<file path="config.mk">
export PLATFORM = sky130hd
export DESIGN_NAME = md_unit
export DESIGN_NICKNAME = d
export VERILOG_FILES = /design/src/rtl/md_pkg.sv /design/src/rtl/md_mul_core.sv /design/src/rtl/md_div_core.sv /design/src/rtl/md_unit.sv
export SDC_FILE = /design/constraint.sdc
export NUM_CORES = 1
export LEC_CHECK = 0
export BUFFER_PORTS_ARGS = -buffer_cell sky130_fd_sc_hd__clkbuf_2
export CAP_MARGIN = 20
export CORE_AREA = 2 2 205 207
export DETAILED_ROUTE_END_ITERATION = 10
export DIE_AREA = 0 0 207 209
export PLACE_DENSITY = 0.77
export SLEW_MARGIN = 40
export SYNTH_ARGS = -nofsm -noshare
export SYNTH_HDL_FRONTEND = slang
export SYNTH_SLANG_ARGS = --single-unit
</file>
<file path="constraint.sdc">
create_clock -name clk_i -period 11.1 [get_ports clk_i]
set_clock_uncertainty 0.15 [all_clocks]
set_input_delay 1.11 -clock clk_i [delete_from_list [all_inputs] [get_ports clk_i]]
set_output_delay 1.11 -clock clk_i [all_outputs]
set_load 0.01 [all_outputs]
</file>
<file path="src/rtl/md_pkg.sv">
package md_pkg;
  typedef enum logic [1:0] {
    MD_MUL  = 2'd0,
    MD_MULU = 2'd1,
    MD_DIV  = 2'd2,
    MD_DIVU = 2'd3
  } md_op_e;
endpackage

</file>
<file path="src/rtl/md_mul_core.sv">
module md_mul_core #(
  parameter int unsigned WIDTH = 32
) (
  input  logic               clk_i,
  input  logic               rst_ni,
  input  logic               start_i,
  input  logic [WIDTH-1:0]   mcand_i,
  input  logic [WIDTH-1:0]   mplier_i,
  output logic               done_o,
  output logic [2*WIDTH-1:0] prod_o
);
  localparam int unsigned CW = $clog2(WIDTH + 1);

  logic [2*WIDTH-1:0] acc_q;
  logic [WIDTH-1:0]   mc_q;
  logic [CW-1:0]      cnt_q;
  logic               done_q;
  logic [WIDTH:0]     sum;

  // upper half accumulates, lower half shifts the multiplier out
  always_comb begin
    sum = {1'b0, acc_q[2*WIDTH-1:WIDTH]} + (acc_q[0] ? {1'b0, mc_q} : '0);
  end

  always_ff @(posedge clk_i or negedge rst_ni) begin
    if (!rst_ni) begin
      acc_q  <= '0;
      mc_q   <= '0;
      cnt_q  <= '0;
      done_q <= 1'b0;
    end else if (start_i) begin
      acc_q  <= {{WIDTH{1'b0}}, mplier_i};
      mc_q   <= mcand_i;
      cnt_q  <= CW'(WIDTH);
      done_q <= 1'b0;
    end else if (cnt_q != '0) begin
      acc_q  <= {sum, acc_q[WIDTH-1:1]};
      cnt_q  <= cnt_q - 1'b1;
      done_q <= (cnt_q == CW'(1));
    end else begin
      done_q <= 1'b0;
    end
  end

  assign done_o = done_q;
  assign prod_o = acc_q;
endmodule

</file>
<file path="src/rtl/md_div_core.sv">
module md_div_core #(
  parameter int unsigned WIDTH = 32
) (
  input  logic             clk_i,
  input  logic             rst_ni,
  input  logic             start_i,
  input  logic [WIDTH-1:0] dvd_i,
  input  logic [WIDTH-1:0] dvs_i,
  output logic             done_o,
  output logic [WIDTH-1:0] quo_o,
  output logic [WIDTH-1:0] rem_o
);
  localparam int unsigned CW = $clog2(WIDTH + 1);

  logic [WIDTH-1:0] rem_q, quo_q, dvs_q;
  logic [CW-1:0]    cnt_q;
  logic             done_q;
  logic [WIDTH:0]   shifted, diff;
  logic             fit;

  always_comb begin
    shifted = {rem_q, quo_q[WIDTH-1]};
    diff    = shifted - {1'b0, dvs_q};
    fit     = ~diff[WIDTH];
  end

  always_ff @(posedge clk_i or negedge rst_ni) begin
    if (!rst_ni) begin
      rem_q  <= '0;
      quo_q  <= '0;
      dvs_q  <= '0;
      cnt_q  <= '0;
      done_q <= 1'b0;
    end else if (start_i) begin
      rem_q  <= '0;
      quo_q  <= dvd_i;
      dvs_q  <= dvs_i;
      cnt_q  <= CW'(WIDTH);
      done_q <= 1'b0;
    end else if (cnt_q != '0) begin
      rem_q  <= fit ? diff[WIDTH-1:0] : shifted[WIDTH-1:0];
      quo_q  <= {quo_q[WIDTH-2:0], fit};
      cnt_q  <= cnt_q - 1'b1;
      done_q <= (cnt_q == CW'(1));
    end else begin
      done_q <= 1'b0;
    end
  end

  assign done_o = done_q;
  assign quo_o  = quo_q;
  assign rem_o  = rem_q;
endmodule

</file>
<file path="src/rtl/md_unit.sv">
module md_unit
  import md_pkg::*;
#(
  parameter int unsigned WIDTH = 32
) (
  input  logic             clk_i,
  input  logic             rst_ni,
  input  logic             start_i,
  input  logic [1:0]       op_i,
  input  logic [WIDTH-1:0] a_i,
  input  logic [WIDTH-1:0] b_i,
  output logic             busy_o,
  output logic [WIDTH-1:0] hi_o,
  output logic [WIDTH-1:0] lo_o
);
  localparam int unsigned PW = 2 * WIDTH;

  md_op_e op;
  logic go, is_div, signed_op, a_neg, b_neg;
  logic [WIDTH-1:0] mag_a, mag_b;

  logic busy_q, is_div_q, neg_p_q, neg_r_q, dz_q;
  logic [WIDTH-1:0] dvd_q, hi_q, lo_q;

  logic mul_done, div_done, done;
  logic [PW-1:0] prod, prod_fix;
  logic [WIDTH-1:0] quo, rem, quo_fix, rem_fix;

  always_comb begin
    op        = md_op_e'(op_i);
    go        = start_i & ~busy_q;
    is_div    = op_i[1];
    signed_op = (op == MD_MUL) || (op == MD_DIV);
    a_neg     = signed_op & a_i[WIDTH-1];
    b_neg     = signed_op & b_i[WIDTH-1];
    mag_a     = a_neg ? (~a_i + 1'b1) : a_i;
    mag_b     = b_neg ? (~b_i + 1'b1) : b_i;
  end

  md_mul_core #(.WIDTH(WIDTH)) u_mul (
    .clk_i   (clk_i),
    .rst_ni  (rst_ni),
    .start_i (go & ~is_div),
    .mcand_i (mag_a),
    .mplier_i(mag_b),
    .done_o  (mul_done),
    .prod_o  (prod)
  );

  md_div_core #(.WIDTH(WIDTH)) u_div (
    .clk_i  (clk_i),
    .rst_ni (rst_ni),
    .start_i(go & is_div),
    .dvd_i  (mag_a),
    .dvs_i  (mag_b),
    .done_o (div_done),
    .quo_o  (quo),
    .rem_o  (rem)
  );

  // sign restoration on the magnitude results
  always_comb begin
    done     = is_div_q ? div_done : mul_done;
    prod_fix = neg_p_q ? (~prod + 1'b1) : prod;
    quo_fix  = neg_p_q ? (~quo + 1'b1) : quo;
    rem_fix  = neg_r_q ? (~rem + 1'b1) : rem;
  end

  always_ff @(posedge clk_i or negedge rst_ni) begin
    if (!rst_ni) begin
      busy_q   <= 1'b0;
      is_div_q <= 1'b0;
      neg_p_q  <= 1'b0;
      neg_r_q  <= 1'b0;
      dz_q     <= 1'b0;
      dvd_q    <= '0;
      hi_q     <= '0;
      lo_q     <= '0;
    end else if (go) begin
      busy_q   <= 1'b1;
      is_div_q <= is_div;
      neg_p_q  <= a_neg ^ b_neg;
      neg_r_q  <= a_neg;
      dz_q     <= (b_i == '0);
      dvd_q    <= a_i;
    end else if (busy_q && done) begin
      busy_q <= 1'b0;
      if (!is_div_q) begin
        {hi_q, lo_q} <= prod_fix;
      end else if (dz_q) begin
        hi_q <= dvd_q;
        lo_q <= '1;
      end else begin
        hi_q <= rem_fix;
        lo_q <= quo_fix;
      end
    end
  end

  assign busy_o = busy_q;
  assign hi_o   = hi_q;
  assign lo_o   = lo_q;
endmodule

</file>
==> reports/metrics.cfg <==
[power]
cellInternalPower_mw=4.270
power.switching_fraction=0.4543
vdd.ir_drop.worst_v=0.0001694
power.share.combinational=0.543
power.net_switching_mw=3.555
power.leakage_nw=10.17
power.density_cell_area_nw_per_um2=344.8
sequential_fraction_of_design_power=0.296
clock_network_fraction_of_design_power=0.161
total_power_mw=7.825

[critical_path]
start_kind=flop
timing.critical_path.required_ps=11400
critical_path.endpoint_type=flop
critical_path_arrival_ps=4540
crit_type=reg2reg
crit_fanout=19

[clocking]
post_cts.resized_instances=0
clk_path_buf_depth=3
tritoncts.num_buffers=36
htree_levels=2
tritoncts=done
root_buffer=sky130_fd_sc_hd__clkbuf_16
postCtsSetupBuffers=0
clkSlewWorstSetupHoldPaths_ps=60
clk_sink_count=307
clkLatencyLatePin_ps=570
cts-hold-fix-buffers=0

[timing]
finalWorstSetupSlack_ps=6858
grt_setup_unrepaired=no
fmaxAchievable_mhz=235.7
finalCriticalPeriod_ps=4242
post-route-period-util=0.3822
maxSlewHeadroom=0.4187
slew_violations=0
max_slew.worst_pin.slew_ps=871.9
final_hold_viol_count=0
fin_setup_tns_ps=0
setup_viol=0

[floorplan]
core_area_um2=41290
initial_standard_cell_utilization_of_the_core=0.4941
floorplan.die.width_um=207
design.die.area_um2=43260
ioPinCount=134
fp.dieH_um=209
rows=75

[detailed_routing]
detail_route.drc_violations=0
drt.antenna.violating_nets=0
avgViaCountPerCell=6.076
dr_wl_met3_mm=5.046
met2RoutedLength_mm=29.39
num_vias=19116
first_iter_violations=1775
wl_per_cell_um=20.49
route.final.wire_length_mm=64.46
dr.max_layer_used=met4
met1_wl_mm=27.09
first_pass_iteration_count_of_the_detailed_router=6

[yosys]
yosys_register_bits=307
post_synth_num_cell_types=70
synth_area_leaders=sky130_fd_sc_hd__dfrtp_1 (38%), sky130_fd_sc_hd__nand2_1 (10%), sky130_fd_sc_hd__xnor2_1 (6.3%), sky130_fd_sc_hd__o21ai_0 (5.2%), sky130_fd_sc_hd__ha_1 (4.6%)
postSynth.asyncResetShare=1.000
synth-compound-area-share=0.1928
syn-num-nets=2677
synth-warning-count=0
synth_top_cell_area_share=0.3766
synth_xor_xnor_area_share=0.1013
synth-simple-area-share=0.2158
netlist_instances=2531
dominant_combinational_cell_family_by_area_after_synthesis=simple AND/OR/NAND/NOR gates
yosys.area_share.adder=0.04796
synth_enable_flop_cells=0
netlist_area_um2=20400
yosys-mux-area-fraction=0.02680
dominantRegCellSynth=sky130_fd_sc_hd__dfrtp_1
synth_largest_area_cell=sky130_fd_sc_hd__dfrtp_1
share_of_synthesized_area_occupied_by_flip_flops_and_latches=0.3766
syn-mean-instance-area_um2=8.060

[run]
max_cap_viol_count=0

[layout]
fillCellCount=3856
layout.area.seq_um2=7687
synthToLayoutAreaGrowth_pct=11.25
layout-drive-gt1-share=0.09896
insertedDiodeCount=0
finalNetCount=2727
multiInputGateArea_um2=11990

[grt]
gr-usage-all-layers=0.2943
pin_count_of_the_biggest_net_entering_global_routing=96
first_global_vias=18156
overflow=0
global_route_wire_length_before_repair_mm=101.6
antenna_found_initial=0

[place]
quantity_of_i_o_buffers_inserted_on_ports=133
post_placement_worst_setup_slack_ps=6876
place.gp.congestion=0.9666
dp_hpwl_mm=46.93

[hold_path]
worst_hold_path_type=reg2reg

[status]
status=finished clean

[cells in the final DEF (no fill, tap or decap), types with 6 or more instances in the layout]
cell                        Yosys  layout
sky130_fd_sc_hd__a211oi_1      30      30
sky130_fd_sc_hd__a21o_1        26      26
sky130_fd_sc_hd__a21oi_1      146     146
sky130_fd_sc_hd__a31oi_1       58      58
sky130_fd_sc_hd__and2_1        42      41
sky130_fd_sc_hd__and3_1        18      18
sky130_fd_sc_hd__buf_4          1      14
sky130_fd_sc_hd__buf_6          0       7
sky130_fd_sc_hd__clkbuf_16      0      37
sky130_fd_sc_hd__clkbuf_2       0     132
sky130_fd_sc_hd__clkbuf_8       0       8
sky130_fd_sc_hd__clkinv_2       0       8
sky130_fd_sc_hd__dfrtp_1      307     303
sky130_fd_sc_hd__ha_1          75      75
sky130_fd_sc_hd__inv_1         66      66
sky130_fd_sc_hd__mux2i_1       49      49
sky130_fd_sc_hd__nand2_1      561     557
sky130_fd_sc_hd__nand2b_1      20      19
sky130_fd_sc_hd__nand3_1       34      34
sky130_fd_sc_hd__nand4_1        6       6
sky130_fd_sc_hd__nor2_1       183     181
sky130_fd_sc_hd__nor2b_1       15      12
sky130_fd_sc_hd__nor3_1        41      41
sky130_fd_sc_hd__nor4_1        18      18
sky130_fd_sc_hd__o211ai_1      13      13
sky130_fd_sc_hd__o21a_1        10      10
sky130_fd_sc_hd__o21ai_0      214     214
sky130_fd_sc_hd__o221ai_1      15      15
sky130_fd_sc_hd__o22ai_1       30      30
sky130_fd_sc_hd__o31a_1         7       7
sky130_fd_sc_hd__o31ai_1       39      39
sky130_fd_sc_hd__o41ai_1       23      23
sky130_fd_sc_hd__or2_2         11      11
sky130_fd_sc_hd__or3_1         19      19
sky130_fd_sc_hd__or4_1         16      16
sky130_fd_sc_hd__xnor2_1      146     145
sky130_fd_sc_hd__xor2_1        90      90
[cells in the mapped netlist, drive strengths merged, types with 6 or more instances]
master and n:
a211oi 30, a31oi 58, or3 21, o22ai 30, a21o 26, o41ai 24
nor4 18, dfrtp 307, xor2 90, o31a 7, nand4 6, a21oi 146
or4 17, o31ai 40, xnor2 146, o21a 10, nor2 183, nand3 34
or2 12, nand2 561, o221ai 15, nor3 41, and2 42, o211ai 13
mux2i 49, clkbuf 123, ha 75, nand2b 20, o21ai 218, inv 66
buf 19, and3 18, nor2b 15
[power groups by stage]
stage	registers (mW)	logic (mW)	clock network, mW
finish	2.32	4.25	1.26
global route	2.38	4.71	1.31
CTS	2.29	4.21	1.27
detailed placement	2.30	4.18	0
global placement	2.28	4.07	0
floorplan	2.14	3.16	0
[per-layer routing]
metal | track usage | vias up
met4 | 0.1379 | 0
met5 | 0 | -
met3 | 0.04524 | 176
met2 | 0.4638 | 794
li1 | - | 8892
met1 | 0.3994 | 9254
[logic make-up after synthesis]
group	after synthesis
AOI/OAI and AO/OA	645
xor gates and xnor gates	236
adders and majority gates	77
buffers and inverters	208
DFF	307
muxes	54
and+or+nand+nor	1004
[layout make-up]
cell class / instances / area share
sequential: 307 / 0.3387
clock inverter: 14 / 0.007828
inverter: 66 / 0.01092
clock buffer: 50 / 0.04647
tap: 539 / 0.02972
multi-input combinational: 2016 / 0.5285
timing repair buffer: 154 / 0.03787
[worst max-delay path, cell delays in order (launching register included)]
cell and delay (ps):
sky130_fd_sc_hd__dfrtp_1 460, sky130_fd_sc_hd__ha_1 400, sky130_fd_sc_hd__a21o_1 190, sky130_fd_sc_hd__or3_1 330, sky130_fd_sc_hd__o211ai_1 170, sky130_fd_sc_hd__nand2_1 130, sky130_fd_sc_hd__a221o_1 400, sky130_fd_sc_hd__a21o_1 220
sky130_fd_sc_hd__o31ai_2 500, sky130_fd_sc_hd__xnor2_4 330, sky130_fd_sc_hd__buf_4 450, sky130_fd_sc_hd__mux2i_1 120, sky130_fd_sc_hd__a211oi_1 280
[stage by stage]
step	hold WS (ps)	cell area [um^2]	instances	util
after floorplan	288.1	20400	2531	-
after global placement	302.5	21410	3082	0.5186
after detailed placement	307.4	21440	3082	0.5194
after CTS	322.3	22680	3146	0.5492
after global routing	339.4	22700	3146	0.5497
final	320.3	22700	3146	0.5497
[sequential cells by signal, summed over array words and instances, names as in the netlist]
name	cells
u_div.quo_o	32
u_div.cnt_q	6
lo_o	32
dz_q	1
busy_o	1
is_div_q	1
u_div.done_o	1
neg_p_q	1
u_mul.prod_o	64
dvd_q	32
u_mul.cnt_q	6
hi_o	32
u_mul.done_o	1
u_div.dvs_q	32
u_mul.mc_q	32
u_div.rem_o	32
neg_r_q	1
[final timing paths]
check	slack (ps)	endpoint	from	cells after the start
max in group asynchronous	8630	neg_p_q	rst_ni	3
min	320	u_mul.mc_q[9]	u_mul.mc_q[9]	2
min in group asynchronous	370	hi_o[11]	rst_ni	1
max reg2reg	6860	u_div.rem_o[17]	u_div.rem_o[4]	12
max	6860	u_div.rem_o[17]	u_div.rem_o[4]	12
min reg2reg	320	u_mul.mc_q[9]	u_mul.mc_q[9]	2
(Power assumes the default switching activity.)
